## src/rtl/rxep_pkg.sv

```systemverilog
package rxep_pkg;
  localparam int unsigned BIT_TOGCLR = 7;
  localparam int unsigned BIT_STALL  = 6;
  localparam int unsigned BIT_REQ    = 5;
  localparam int unsigned BIT_FLUSH  = 4;
  localparam int unsigned BIT_NAKTO  = 3;
  localparam int unsigned BIT_ERR    = 2;
  localparam int unsigned BIT_FULL   = 1;
  localparam int unsigned BIT_READY  = 0;

  // circular pointer advance
  function automatic int unsigned ptr_next(input int unsigned p, input int unsigned depth);
    return (p + 1 >= depth) ? 0 : p + 1;
  endfunction

  // queue occupancy after one cycle
  function automatic int unsigned occ_next(input int unsigned occ, input logic push, input logic pop);
    return occ + (push ? 1 : 0) - (pop ? 1 : 0);
  endfunction

  // retire condition for one software write
  function automatic logic retire_on_write(input logic [7:0] d, input logic ready);
    return ready & (d[BIT_FLUSH] | ~d[BIT_READY]);
  endfunction
endpackage

```

## src/rtl/rxep_pktq.sv

```systemverilog
module rxep_pktq #(
  parameter int unsigned NBUF = 2,
  parameter int unsigned LW   = 4
) (
  input  logic          clk,
  input  logic          rst_n,
  input  logic          push,
  input  logic [LW-1:0] push_len,
  input  logic          pop,
  output logic          ready,
  output logic          full,
  output logic [LW-1:0] head_len
);
  import rxep_pkg::*;
  localparam int unsigned PW = (NBUF > 1) ? $clog2(NBUF) : 1;
  localparam int unsigned CW = $clog2(NBUF + 1);

  logic [PW-1:0] wr_ptr, rd_ptr;
  logic [CW-1:0] occ;
  logic [LW-1:0] slot [NBUF];

  always_ff @(posedge clk) begin
    if (!rst_n) begin
      wr_ptr <= '0;
      rd_ptr <= '0;
      occ    <= '0;
    end else begin
      if (push) wr_ptr <= PW'(ptr_next(int'(wr_ptr), NBUF));
      if (pop)  rd_ptr <= PW'(ptr_next(int'(rd_ptr), NBUF));
      occ <= CW'(occ_next(int'(occ), push, pop));
    end
  end

  for (genvar i = 0; i < NBUF; i++) begin : g_slot
    always_ff @(posedge clk) begin
      if (push && wr_ptr == PW'(i)) slot[i] <= push_len;
    end
  end

  assign ready    = (occ != '0);
  assign full     = (occ == CW'(NBUF));
  assign head_len = ready ? slot[rd_ptr] : '0;
endmodule

```

## src/rtl/rxep_csr.sv

```systemverilog
module rxep_csr (
  input  logic       clk,
  input  logic       rst_n,
  input  logic       sw_wr,
  input  logic [7:0] sw_wdata,
  input  logic       eng_stall,
  input  logic       eng_nak_to,
  input  logic       eng_err,
  input  logic       accept,
  input  logic       ready,
  input  logic       full,
  output logic       pop,
  output logic [7:0] sw_rdata,
  output logic       req,
  output logic       toggle,
  output logic       irq
);
  import rxep_pkg::*;
  logic stalled_q, req_q, flush_q, nak_q, err_q, tog_q, irq_q;
  logic tog_clr;

  assign tog_clr = sw_wr & sw_wdata[BIT_TOGCLR];
  assign pop     = sw_wr & retire_on_write(sw_wdata, ready);

  always_ff @(posedge clk) begin
    if (!rst_n) begin
      stalled_q <= 1'b0;
      req_q     <= 1'b0;
      flush_q   <= 1'b0;
      nak_q     <= 1'b0;
      err_q     <= 1'b0;
      tog_q     <= 1'b0;
      irq_q     <= 1'b0;
    end else begin
      if (eng_stall) stalled_q <= 1'b1;
      else if (sw_wr && !sw_wdata[BIT_STALL]) stalled_q <= 1'b0;

      if (accept) req_q <= 1'b0;
      else if (sw_wr) req_q <= sw_wdata[BIT_REQ];

      flush_q <= sw_wr & sw_wdata[BIT_FLUSH] & ready;

      if (eng_nak_to) nak_q <= 1'b1;
      else if (sw_wr && !sw_wdata[BIT_NAKTO]) nak_q <= 1'b0;

      if (eng_err) err_q <= 1'b1;
      else if (sw_wr && !sw_wdata[BIT_ERR]) err_q <= 1'b0;

      if (tog_clr) tog_q <= 1'b0;
      else if (accept) tog_q <= ~tog_q;

      irq_q <= eng_stall | accept;
    end
  end

  assign sw_rdata = {1'b0, stalled_q, req_q, flush_q, nak_q, err_q, full, ready};
  assign req      = req_q;
  assign toggle   = tog_q;
  assign irq      = irq_q;
endmodule

```

## src/rtl/rxep_ctrl.sv

```systemverilog
module rxep_ctrl #(
  parameter int unsigned NBUF = 2,
  parameter int unsigned LW   = 4
) (
  input  logic          clk,
  input  logic          rst_n,
  input  logic          sw_wr,
  input  logic [7:0]    sw_wdata,
  output logic [7:0]    sw_rdata,
  input  logic          eng_pkt_valid,
  input  logic [LW-1:0] eng_pkt_len,
  input  logic          eng_stall,
  input  logic          eng_nak_to,
  input  logic          eng_err,
  output logic          eng_req_pkt,
  output logic          eng_toggle,
  output logic [LW-1:0] head_len,
  output logic          irq
);
  logic accept, pop, ready, full;

  assign accept = eng_pkt_valid & ~full;

  rxep_pktq #(.NBUF(NBUF), .LW(LW)) u_q (
    .clk(clk), .rst_n(rst_n), .push(accept), .push_len(eng_pkt_len),
    .pop(pop), .ready(ready), .full(full), .head_len(head_len)
  );

  rxep_csr u_csr (
    .clk(clk), .rst_n(rst_n), .sw_wr(sw_wr), .sw_wdata(sw_wdata),
    .eng_stall(eng_stall), .eng_nak_to(eng_nak_to), .eng_err(eng_err),
    .accept(accept), .ready(ready), .full(full), .pop(pop),
    .sw_rdata(sw_rdata), .req(eng_req_pkt), .toggle(eng_toggle), .irq(irq)
  );
endmodule

```

## config.mk

```make
export PLATFORM = sky130hd
export DESIGN_NAME = rxep_ctrl
export DESIGN_NICKNAME = d
export VERILOG_FILES = /design/src/rtl/rxep_pkg.sv /design/src/rtl/rxep_pktq.sv /design/src/rtl/rxep_csr.sv /design/src/rtl/rxep_ctrl.sv
export SDC_FILE = /design/constraint.sdc
export NUM_CORES = 1
export LEC_CHECK = 0
export BUFFER_PORTS_ARGS = -buffer_cell sky130_fd_sc_hd__buf_2
export CAP_MARGIN = 20
export CORE_MARGIN = 8
export CORE_UTILIZATION = 25
export DETAILED_ROUTE_END_ITERATION = 8
export PLACE_DENSITY = 0.58
export SYNTH_ARGS = -nofsm -noshare
export SYNTH_HDL_FRONTEND = slang
export SYNTH_SLANG_ARGS = --single-unit
```

## constraint.sdc

```tcl
create_clock -name clk -period 3.6 [get_ports clk]
set_input_delay 0.72 -clock clk [delete_from_list [all_inputs] [get_ports clk]]
set_output_delay 0.72 -clock clk [all_outputs]
set_load 0.1 [all_outputs]
```

==> impl_summary.log, run 1 <==
[metrics] post-route fraction of the period consumed by the critical path: between 60 and 70%
[metrics] Placed Area: roughly 1000 µm²
[metrics] input/output buffers: 31
[metrics] y dimension of the die: 75.3 µm
[metrics] final count of negative-setup-slack endpoints: 0
[metrics] Synth Net Count: 102
[metrics] worst ir drop on vdd: roughly 0.00022 V
[metrics] switching power total: 437 µW
[metrics] num ports: 34
[metrics] crit-path max cell delay: ~0.46 ns
[metrics] number of synthesized register bits: 20
[metrics] area of the core: roughly 3400 µm²
[metrics] dominant cell type by area after synthesis: sky130_fd_sc_hd__dfxtp_1
[metrics] type of origin of the critical path: register
[metrics] Clock Latency Late Sink: ~0.30 ns
[metrics] via/cell ratio: approximately 4.1
[metrics] share of Yosys cell area claimed by the top area cell type: between 20 and 30%
[metrics] most used standard cell by instance count after synthesis: sky130_fd_sc_hd__dfxtp_1
[metrics] delay-heaviest family, CP: flip-flops
[metrics] achievable frequency: 458 MHz
[metrics] full die area: 5670 µm²
[metrics] crit-path most repeated cell: sky130_fd_sc_hd__nor2_1
[metrics] Worst Reg2Reg Path Length in Cells: 8
[metrics] Post-Syn Instances: 81
[metrics] list of cells traversed by the critical path: nor2_1 > nor2_1 > buf_2
[metrics] crit path buf inv count: 1
[metrics] Detailed Route Iter0 Violations: 8
[metrics] clock buffer depth: 2
[metrics] share of total power in the clock network: between 10% and 20%
[metrics] Ant. Diodes: 0
[metrics] status: completed
[metrics] count of flip-flops with a built-in enable after synthesis: 8
[metrics] via count of the routed design: between 600 and 700
[metrics] destination of the worst register-to-register timing path: u_q.occ[1]$_SDFF_PN0_
[metrics] ys async rst share: 0%
[metrics] overall global routing resource usage: about 6.7%
[metrics] signed area change from the synthesized netlist to the final layout: 19.9%
[metrics] ys flop type: sky130_fd_sc_hd__dfxtp_1
[metrics] first-pass GRT wire length: around 2900 µm
[metrics] CTS Hold Bufs: 0
[metrics] average wire length per cell after detail routing: between 10 and 15 µm
[metrics] TritonCTS clock tree: done
[metrics] CP required: 2.88 ns
[metrics] HPWL after DPL: between 1000 and 1500 µm
[metrics] Hold Crit Start: u_q.rd_ptr$_SDFFE_PN0P_
[metrics] synthesized area per cell: ~11 µm²
[metrics] top area cells in the synthesized netlist: sky130_fd_sc_hd__dfxtp_1, sky130_fd_sc_hd__edfxtp_1, sky130_fd_sc_hd__mux2i_1
[metrics] Logic pwr share: about half
[metrics] routed wire length: around 1800 µm
[metrics] hold depth: 2
[metrics] via count of the first global-routing pass: about 700
[metrics] Internal: ~400 µW
[metrics] DR DRC count: 0
[metrics] setup TNS: 0 ns
[metrics] switching portion of total power: a little over half
[metrics] number of antenna violations at the first check in global routing: 0
[metrics] sink count of the clock tree: 20
[metrics] sequential element share of the synthesized area: about 55%
[metrics] number of buffers added by the clock tree synthesis step: 3
[metrics] total of warnings raised by yosys: 0
[metrics] initial standard-cell utilization of the core: roughly a quarter
[metrics] leakage dissipation: 0.489 nW
[metrics] DIE WIDTH: 75.3 µm
[metrics] minimum clock period: between 2 and 2.5 ns
[metrics] portion of total power attributed to sequential cells: 35.9%
[metrics] count of nets left with antenna violations after detail routing: 0
[metrics] top cells by count, synth: sky130_fd_sc_hd__dfxtp_1, sky130_fd_sc_hd__nor2_1, sky130_fd_sc_hd__buf_4, sky130_fd_sc_hd__edfxtp_1
[metrics] final net count: ~130
[metrics] number of iterations in the first detailed-routing pass: 4
[metrics] number of distinct library cell variants in the gate-level netlist after synthesis: 23
[metrics] arrival time of data at the critical path endpoint: about 1.5 ns
[metrics] number of slew-limit violations in the final report: 0
[metrics] worst hold path type: reg2reg
[metrics] CP endpoint kind: output port
[metrics] Critical Setup Path Class: reg2out
[metrics] Rows: 21
[metrics] number of setup buffers added after CTS: 0
[metrics] count of endpoints failing hold in the final timing report: 0
[metrics] worst setup skew after layout: approximately 0.0062 ns
[metrics] worst reg2reg startpoint: u_q.occ[1]$_SDFF_PN0_
[metrics] share of layout cells above drive strength 1: ~36%
[metrics] master of the slowest instance on the critical path: sky130_fd_sc_hd__dfxtp_1
[metrics] H-tree level count: 1
[metrics] clock root buffer: sky130_fd_sc_hd__clkbuf_4
[metrics] total standard cell area after synthesis: about 880 µm²
[metrics] setup slack, reg-to-reg: 1.82 ns
[metrics] global route overflow: 0
[metrics] Design Area, Final: 1050 µm²
[metrics] number of instances resized during post-cts repair: 0
[metrics] Power Density: about 790 nW/µm²
[metrics] unrepaired setup endpoints after global routing: no
[metrics] pin count of the biggest net entering global routing: 12
[metrics] final weighted congestion in routability-driven placement: about 0.65
[metrics] max_cap viols: 0
[metrics] clock transition at the registers of the reported paths: approximately 0.11 ns
[metrics] worst-path maximum fanout: 5
through the flow:
stage                     utilization, %  worst slack [ns]  hold WS [ns]  total power, mW  instances
after floorplan                        -              1.02         0.452            0.690         81
after global placement              30.6              1.46         0.460            0.732        149
after detailed placement            30.6              1.40         0.472            0.741        149
after CTS                           31.4              1.41         0.494            0.848        153
after global routing                31.4              1.34         0.515            0.883        153
final                               31.4              1.42         0.493            0.838        153
flip-flops by register name, indices dropped and copies added (netlist names), named ones only:
register	count
u_csr.nak_q	1
u_csr.flush_q	1
u_q.slot	8
u_csr.stalled_q	1
u_q.wr_ptr	1
u_q.rd_ptr	1
u_q.occ	2
u_csr.toggle	1
u_csr.req	1
u_csr.err_q	1
u_csr.irq	1
area by class of cell:
type | count | area (µm²)
clock inverter | 1 | 3.75
multi-input combinational | 45 | 309
sequential | 20 | 480
fill | 365 | 2310
tap | 46 | 57.6
inverter | 7 | 26.3
clock buffer | 3 | 22.5
timing repair buffer | 31 | 155
tightest hold or removal path: cells and delay by family, from the launching register on:
family / cells / cell delay [ns]
flip-flops: 1 / 0.33
AND/OR/NAND/NOR: 1 / 0.07
multiplexers: 1 / 0.06
worst max path at each step:
stage / from / to / slack, ns / cells past startpoint
2_1_floorplan: register / head_len[0] / 1.02 / 3
3_3_place_gp: sw_wr / u_q.occ[1]$_SDFF_PN0_ / 1.46 / 9
3_5_place_dp: sw_wr / u_q.occ[1]$_SDFF_PN0_ / 1.40 / 9
4_1_cts: u_q.occ[1]$_SDFF_PN0_ / head_len[2] / 1.41 / 3
5_1_grt: u_q.occ[1]$_SDFF_PN0_ / head_len[3] / 1.34 / 3
6_report: u_q.occ[1]$_SDFF_PN0_ / head_len[2] / 1.42 / 3
per-layer routing:
| metal | routed length [µm] | GRT usage (%) | vias up |
|---|---|---|---|
| met5 | 0 | 0 | - |
| met1 | 828 | 7.64 | 283 |
| met3 | 185 | 3.16 | 2 |
| li1 | - | - | 317 |
| met4 | 17 | 2.56 | 0 |
| met2 | 749 | 10.5 | 29 |
layout by cell type, fill, tap and decap left out, types with 2 or more instances in the layout:
master / synthesis / layout
sky130_fd_sc_hd__nor2_1: 10 / 10
sky130_fd_sc_hd__and2_1: 2 / 2
sky130_fd_sc_hd__clkbuf_4: 0 / 3
sky130_fd_sc_hd__buf_2: 0 / 31
sky130_fd_sc_hd__ha_1: 2 / 2
sky130_fd_sc_hd__dfxtp_1: 12 / 12
sky130_fd_sc_hd__inv_1: 7 / 7
sky130_fd_sc_hd__mux2i_1: 7 / 7
sky130_fd_sc_hd__o21a_1: 2 / 2
sky130_fd_sc_hd__nor3_1: 3 / 3
sky130_fd_sc_hd__a21oi_1: 4 / 4
sky130_fd_sc_hd__nand2b_1: 4 / 4
sky130_fd_sc_hd__edfxtp_1: 8 / 8
sky130_fd_sc_hd__and3_1: 2 / 2
cell families (layout without fill, tap and decap cells):
logic type | Yosys count | in the layout | synth area share, %
buffers and inverters | 16 | 42 | 10.2
AOI/OAI and AO/OA | 10 | 10 | 8.11
adders and majority gates | 2 | 2 | 2.84
xor gates and xnor gates | 1 | 1 | 0.996
muxes | 7 | 7 | 7.97
DFF | 20 | 20 | 54.6
other | 1 | 1 | 0.426
and+or+nand+nor | 24 | 24 | 14.8
power by group through the flow:
stage	Clock, mW	Combinational [mW]	Sequential, mW
floorplan	0	0.363	0.327
global placement	0	0.427	0.305
detailed placement	0	0.435	0.306
CTS	0.111	0.435	0.301
global route	0.121	0.456	0.306
finish	0.108	0.429	0.301
Note: power is estimated with default switching activity, not from simulation.
==> run 2: changes to the inputs <==
--- a/config.mk
+++ b/config.mk
@@ -10,7 +10,7 @@
 export CORE_MARGIN = 8
 export CORE_UTILIZATION = 25
 export DETAILED_ROUTE_END_ITERATION = 8
-export PLACE_DENSITY = 0.58
+export PLACE_DENSITY = 0.59
 export SYNTH_ARGS = -nofsm -noshare
 export SYNTH_HDL_FRONTEND = slang
 export SYNTH_SLANG_ARGS = --single-unit
==> constraint.sdc (replaced) <==
create_clock -name clk -period 1.9 [get_ports clk]
set_input_delay 0.38 -clock clk [delete_from_list [all_inputs] [get_ports clk]]
set_output_delay 0.38 -clock clk [all_outputs]
set_load 0.1 [all_outputs]
==> run 2 against run 1 <==
Compared with the run above: routed wire length fell by 1.6%; register-to-register slack got worse by 1.7 ns; die area stayed put; setup slack got worse by 1.3 ns; total power grew 92%; global-route usage barely moved; critical endpoint unchanged; largest cell class unchanged; highest routed layer unchanged.
==> impl_summary.log, run 2 (same netlist as run 1, synthesis figures left out) <==
[metrics] crit path buf inv count: 1 (unchanged)
[metrics] master of the slowest instance on the critical path: sky130_fd_sc_hd__dfxtp_1
[metrics] share of layout cells above drive strength 1: 41.1% (+5.6 points)
[metrics] setup TNS: 0 ns (unchanged)
[metrics] footprint of the multi-input gates: 322 µm² (+4.0%)
[metrics] CP required: 1.52 ns (-1.36 ns)
[metrics] routed wire length: 1750 µm (-1.6%)
[metrics] flip-flop count of the largest register after layout: 8 (unchanged)
[metrics] via count of the first global-routing pass: 712 (+2.7%)
[metrics] max_cap viols: 0 (unchanged)
[metrics] count of endpoints failing hold in the final timing report: 0 (unchanged)
[metrics] first-pass GRT wire length: 2890 µm (-0.45%)
[metrics] signed area change from the synthesized netlist to the final layout: 22.0%
[metrics] via count of the routed design: 622 (-1.4%)
[metrics] achievable frequency: between 500 and 600 MHz
[metrics] Power Density: 1500 nW/µm² (+88%)
[metrics] post-route fraction of the period consumed by the critical path: a little over nine tenths
[metrics] register bank with the most flops: u_q.slot
[metrics] clock buffer depth: 2 (unchanged)
[metrics] Design Area, Final: 1070 µm² (+1.8%)
[metrics] area of the core: 3360 µm² (unchanged)
[metrics] overall global routing resource usage: 6.73% (+0.045 points)
[metrics] DIE WIDTH: 75.3 µm (unchanged)
[metrics] clock transition at the registers of the reported paths: 0.10 ns (about the same)
[metrics] final count of negative-setup-slack endpoints: 0 (unchanged)
[metrics] Clock Latency Late Sink: 0.30 ns (about the same)
[metrics] sink count of the clock tree: 20 (unchanged)
[metrics] status: completed
[metrics] H-tree level count: 1 (unchanged)
[metrics] final weighted congestion in routability-driven placement: 0.733 (+13%)
[metrics] list of cells traversed by the critical path: nor2_2 > nor2_2 > buf_2
[metrics] number of slew-limit violations in the final report: 0 (unchanged)
[metrics] number of fill cells in the layout: 385 (+5.5%)
[metrics] most frequent standard cell in the layout excluding fill and tap cells: sky130_fd_sc_hd__buf_2
[metrics] minimum clock period: 1.81 ns
[metrics] clock root buffer: sky130_fd_sc_hd__clkbuf_4
[metrics] global route overflow: 0 (unchanged)
[metrics] Critical Setup Path Class: reg2out
[metrics] CP endpoint kind: output port
[metrics] via/cell ratio: 4.07 (-1.4%)
[metrics] count of nets left with antenna violations after detail routing: 0 (unchanged)
[metrics] Rows: 21 (unchanged)
[metrics] largest registers ranked by flip-flop count: u_q.slot: 8 flops, u_q.occ: 2 flops
[metrics] TritonCTS clock tree: done
[metrics] worst hold path type: in2reg
[metrics] type of origin of the critical path: register
[metrics] Ant. Diodes: 0 (unchanged)
[metrics] Placed Area: 1050 µm² (+1.7%)
[metrics] crit-path most repeated cell: sky130_fd_sc_hd__nor2_2
[metrics] worst setup skew after layout: 0.00631 ns (+0.0000712 ns)
[metrics] delay-heaviest family, CP: flip-flops
[metrics] number of buffers added by the clock tree synthesis step: 3 (unchanged)
[metrics] worst ir drop on vdd: 0.000412 V (+84%)
[metrics] pin count of the biggest net entering global routing: 11 (-1)
[metrics] number of iterations in the first detailed-routing pass: 3 (-1)
[metrics] num ports: 34 (unchanged)
[metrics] leakage dissipation: 0.492 nW (+0.61%)
[metrics] average wire length per cell after detail routing: 11.5 µm (-1.6%)
[metrics] number of antenna violations at the first check in global routing: 0 (unchanged)
[metrics] Detailed Route Iter0 Violations: 8 (unchanged)
[metrics] final net count: 130 (+0.78%)
[metrics] full die area: 5670 µm² (unchanged)
[metrics] initial standard-cell utilization of the core: 26.2% (unchanged)
[metrics] highest-count cells in the layout ignoring fill and taps: sky130_fd_sc_hd__buf_2, sky130_fd_sc_hd__dfxtp_1, sky130_fd_sc_hd__edfxtp_1, sky130_fd_sc_hd__inv_1, sky130_fd_sc_hd__mux2i_1
[metrics] HPWL after DPL: 1470 µm (+1.3%)
[metrics] area used by sequential logic in the layout: 480 µm² (unchanged)
[metrics] DR DRC count: 0 (unchanged)
[metrics] worst-path maximum fanout: 5 (unchanged)
[metrics] post-route total power: 1.61 mW (+92%)
[metrics] crit-path max cell delay: 0.46 ns (about the same)
[metrics] arrival time of data at the critical path endpoint: 1.43 ns (-0.03 ns)
[metrics] input/output buffers: 31 (unchanged)
[metrics] y dimension of the die: 75.3 µm (unchanged)
[metrics] unrepaired setup endpoints after global routing: no
[metrics] CTS Hold Bufs: 0 (unchanged)
==> run 2: changes by cell type in the layout (fill, tap and decap cells not counted), sizes merged <==
cell	before	now
clkinv	1	0
clkbuf	3	4
==> run 2: report_power, final <==
group          total [mW]  internal [mW]  switching, mW
clock network       0.195         0.0740          0.121
registers           0.573          0.522         0.0506
logic               0.838          0.175          0.664
==> run 2: stage by stage <==
stage | util [%] | hold slack [ns] | setup WS, ns | std cells
after global placement | 31.1 | 0.461 | 0.190 | 150
after detailed placement | 31.1 | 0.473 | 0.156 | 150
after floorplan | - | 0.452 | 0.112 | 81
final | 31.9 | 0.257 | 0.0920 | 153
after CTS | 31.8 | 0.256 | 0.0245 | 153
after global routing | 31.9 | 0.243 | 0.0161 | 153
==> run 2: final timing paths <==
| check | start | to | slack, ns | cells after the start |
|---|---|---|---|---|
| worst max register to register | u_q.occ[1]$_SDFF_PN0_ | u_q.occ[1]$_SDFF_PN0_ | 0.15 | 8 |
| worst min register to register | u_q.rd_ptr$_SDFFE_PN0P_ | register | 0.49 | 2 |
| worst max-delay path | u_q.occ[1]$_SDFF_PN0_ | head_len[2] | 0.09 | 3 |
| worst min-delay path | sw_wdata[7] | u_csr.toggle$_SDFFE_PP0P_ | 0.26 | 2 |
==> run 2: layout make-up <==
type	instances	area share [%]
Inverter	7	2.45
Tap cell	46	5.36
Clock buffer	3	2.10
Sequential cell	20	44.8
Multi-Input combinational cell	45	30.0
Timing Repair Buffer	32	15.4
==> run 2: what timing repair did <==
| item | in CTS | in global routing |
|---|---|---|
| buffers inserted | 0 | 0 |
| gates resized for setup | 0 | 2 |
| setup endpoints to repair | 0 | 5 |
==> run 2: per-layer routing <==
layer	track usage (%)	routed length (µm)	share of wire (%)	vias up
met5	0	0	0	-
met4	3.84	32	1.8	0
met3	2.76	148	8.4	3
met2	11.3	858	49	25
met1	6.92	713	41	277
li1	-	-	-	317
==> run 3: changes to the inputs <==
--- a/config.mk
+++ b/config.mk
@@ -5,12 +5,14 @@
 export SDC_FILE = /design/constraint.sdc
 export NUM_CORES = 1
 export LEC_CHECK = 0
-export BUFFER_PORTS_ARGS = -buffer_cell sky130_fd_sc_hd__buf_2
 export CAP_MARGIN = 20
+export CORE_ASPECT_RATIO = 0.9
 export CORE_MARGIN = 8
 export CORE_UTILIZATION = 25
+export CTS_CLUSTER_SIZE = 24
 export DETAILED_ROUTE_END_ITERATION = 8
-export PLACE_DENSITY = 0.59
+export DONT_BUFFER_PORTS = 1
+export PLACE_DENSITY = 0.51
 export SYNTH_ARGS = -nofsm -noshare
 export SYNTH_HDL_FRONTEND = slang
 export SYNTH_SLANG_ARGS = --single-unit
==> run 3 against run 2 <==
Compared with the run above: count of clock-buffer cells in the layout stayed put; sequential power hardly changed; total power is 5.8% higher; worst hold slack worse by 0.047 ns; clock power is 42% higher; combinational power is 2% higher; critical endpoint unchanged.
==> impl_summary.log, run 3 (same netlist as run 1, synthesis figures left out) <==
[metrics] status: completed
[metrics] share of layout cells above drive strength 1: 28.1% (-13 points)
[metrics] area of the core: 3380 µm² (+0.45%)
[metrics] met1 track demand over resource: 6.24% (-0.68 points)
[metrics] Clock Latency Late Sink: 0.25 ns (-0.05 ns)
[metrics] count of nets left with antenna violations after detail routing: 0 (unchanged)
[metrics] Placed Area: 992 µm² (-5.1%)
[metrics] number of slew-limit violations in the final report: 0 (unchanged)
[metrics] worst hold path type: in2reg
[metrics] Design Area, Final: 1040 µm² (-3.4%)
[metrics] number of setup buffers added after CTS: 0 (unchanged)
[metrics] final count of negative-setup-slack endpoints: 0 (unchanged)
[metrics] Critical Setup Path Class: reg2out
[metrics] register bank with the most flops: u_q.slot
[metrics] minimum clock period: 1.74 ns (-0.0694 ns)
[metrics] H-tree level count: 1 (unchanged)
[metrics] first-pass GRT wire length: 2750 µm (-4.8%)
[metrics] final net count: 111 (-15%)
[metrics] leakage dissipation: 0.432 nW (-12%)
[metrics] list of cells traversed by the critical path: nor2_1 > nor2_2 > buf_4
[metrics] highest-count cells in the layout ignoring fill and taps: sky130_fd_sc_hd__buf_4, sky130_fd_sc_hd__dfxtp_1, sky130_fd_sc_hd__edfxtp_1, sky130_fd_sc_hd__inv_1, sky130_fd_sc_hd__mux2i_1
[metrics] worst-path maximum fanout: 5 (unchanged)
[metrics] flip-flop count of the largest register after layout: 8 (unchanged)
[metrics] global routing usage on met3: 4.94% (+2.2 points)
[metrics] via count of the routed design: 559 (-10%)
[metrics] number of instances resized during post-cts repair: 0 (unchanged)
[metrics] pin count of the biggest net entering global routing: 12 (+1)
[metrics] master of the slowest instance on the critical path: sky130_fd_sc_hd__nor2_1
[metrics] CP required: 1.52 ns (about the same)
[metrics] worst ir drop on vdd: 0.000528 V (+28%)
[metrics] signed area change from the synthesized netlist to the final layout: 17.9%
[metrics] DIE WIDTH: 78.5 µm (+4.3%)
[metrics] num ports: 34 (unchanged)
[metrics] clock root buffer: sky130_fd_sc_hd__clkbuf_8
[metrics] Detailed Route Iter0 Violations: 70 (+62)
[metrics] achievable frequency: 575 MHz (+4.0%)
[metrics] via count of the first global-routing pass: 607 (-15%)
[metrics] initial standard-cell utilization of the core: 26.0% (-0.12 points)
[metrics] Power Density: 1640 nW/µm² (+9.5%)
[metrics] global route overflow: 0 (unchanged)
[metrics] largest registers ranked by flip-flop count: u_q.slot: 8 flops, u_q.occ: 2 flops
[metrics] crit-path max cell delay: 0.41 ns (-0.05 ns)
[metrics] Ant. Diodes: 0 (unchanged)
[metrics] number of buffers added by the clock tree synthesis step: 3 (unchanged)
[metrics] TritonCTS clock tree: done
[metrics] DR DRC count: 0 (unchanged)
[metrics] CP endpoint kind: output port
[metrics] final weighted congestion in routability-driven placement: 0.638 (-13%)
[metrics] average wire length per cell after detail routing: 13.1 µm (+15%)
[metrics] Rows: 20 (-4.8%)
[metrics] routed wire length: 1750 µm (-0.40%)
[metrics] setup TNS: 0 ns (unchanged)
[metrics] post-route fraction of the period consumed by the critical path: 91.5% (-3.7 points)
[metrics] Top Usage Layer GRT: met2
[metrics] clock transition at the registers of the reported paths: 0.07 ns (-0.03 ns)
[metrics] arrival time of data at the critical path endpoint: 1.36 ns (-0.07 ns)
[metrics] full die area: 5680 µm² (about the same)
[metrics] HPWL after DPL: 1420 µm (-3.4%)
[metrics] met2 global-route usage: 10.1% (-1.2 points)
[metrics] number of iterations in the first detailed-routing pass: 2 (-1)
[metrics] number of antenna violations at the first check in global routing: 0 (unchanged)
[metrics] CTS Hold Bufs: 0 (unchanged)
[metrics] clock buffer depth: 2 (unchanged)
[metrics] via/cell ratio: 4.20 (+3.4%)
[metrics] sink count of the clock tree: 20 (unchanged)
[metrics] input/output buffers: 0 (-100%)
[metrics] count of endpoints failing hold in the final timing report: 0 (unchanged)
[metrics] unrepaired setup endpoints after global routing: no
[metrics] type of origin of the critical path: register
[metrics] worst setup skew after layout: 0.00514 ns (-0.00117 ns)
[metrics] most frequent standard cell in the layout excluding fill and tap cells: sky130_fd_sc_hd__buf_4
[metrics] max_cap viols: 0 (unchanged)
[metrics] y dimension of the die: 72.3 µm (-4.0%)
[metrics] overall global routing resource usage: 6.26% (-0.46 points)
-- run 3: cell types whose count changed in the layout (fill, tap and decap cells not counted) --
cell,delta
sky130_fd_sc_hd__buf_2,-30
sky130_fd_sc_hd__buf_4,+11
sky130_fd_sc_hd__clkbuf_4,-4
sky130_fd_sc_hd__clkbuf_8,+3
sky130_fd_sc_hd__buf_12,+1
sky130_fd_sc_hd__clkinv_1,+1
sky130_fd_sc_hd__dfxtp_1,-1
sky130_fd_sc_hd__dfxtp_2,+1
sky130_fd_sc_hd__nor2_1,+1
sky130_fd_sc_hd__nor2_2,-1
-- run 3: final timing paths --
check	from	endpoint	slack, ns	depth (start not counted)
setup / recovery	u_q.occ[1]$_SDFF_PN0_	head_len[2]	0.16	3
hold / removal	sw_wr	u_csr.toggle$_SDFFE_PP0P_	0.21	1
setup reg to reg	u_q.occ[1]$_SDFF_PN0_	u_q.occ[1]$_SDFF_PN0_	0.19	8
hold reg to reg	u_q.rd_ptr$_SDFFE_PN0P_	register	0.48	2
-- run 3: metal layers --
layer	wire length (µm)	vias up
met5	0	-
met4	4	0
met3	237	2
met2	790	28
met1	712	251
li1	-	278
-- run 3: power breakdown --
part           internal [mW]  switching [mW]  total [mW]  leakage (nW)
sequential             0.523          0.0468       0.570         0.174
clock                  0.144           0.132       0.276        0.0231
combinational          0.197           0.657       0.854         0.234
-- run 3: layout make-up --
cell class                 count  area, µm²
multi-input combinational     45        319
timing repair buffer          13        110
fill                         368       2340
tap                           44       55.1
clock inverter                 1       3.75
clock buffer                   3       41.3
sequential                    20        482
inverter                       7       26.3
-- run 3: critical path, delay by kind of cell, from the launching register on --
| kind | cells | cell delay [ns] |
|---|---|---|
| buffers and inverters | 1 | 0.24 |
| flip-flops | 1 | 0.37 |
| AND/OR/NAND/NOR | 2 | 0.49 |
-- run 3: metrics by stage --
| step | util [%] | instances | hold WS, ns | power (mW) | worst slack, ns |
|---|---|---|---|---|---|
| 5_1_grt | 30.7 | 133 | 0.195 | 1.79 | 0.0153 |
| 3_3_place_gp | 29.4 | 129 | 0.464 | 1.43 | 0.231 |
| 3_5_place_dp | 29.4 | 129 | 0.476 | 1.44 | 0.179 |
| 4_1_cts | 30.7 | 133 | 0.200 | 1.72 | 0.128 |
| 2_1_floorplan | - | 81 | 0.452 | 1.33 | 0.112 |
| 6_report | 30.7 | 133 | 0.210 | 1.70 | 0.161 |
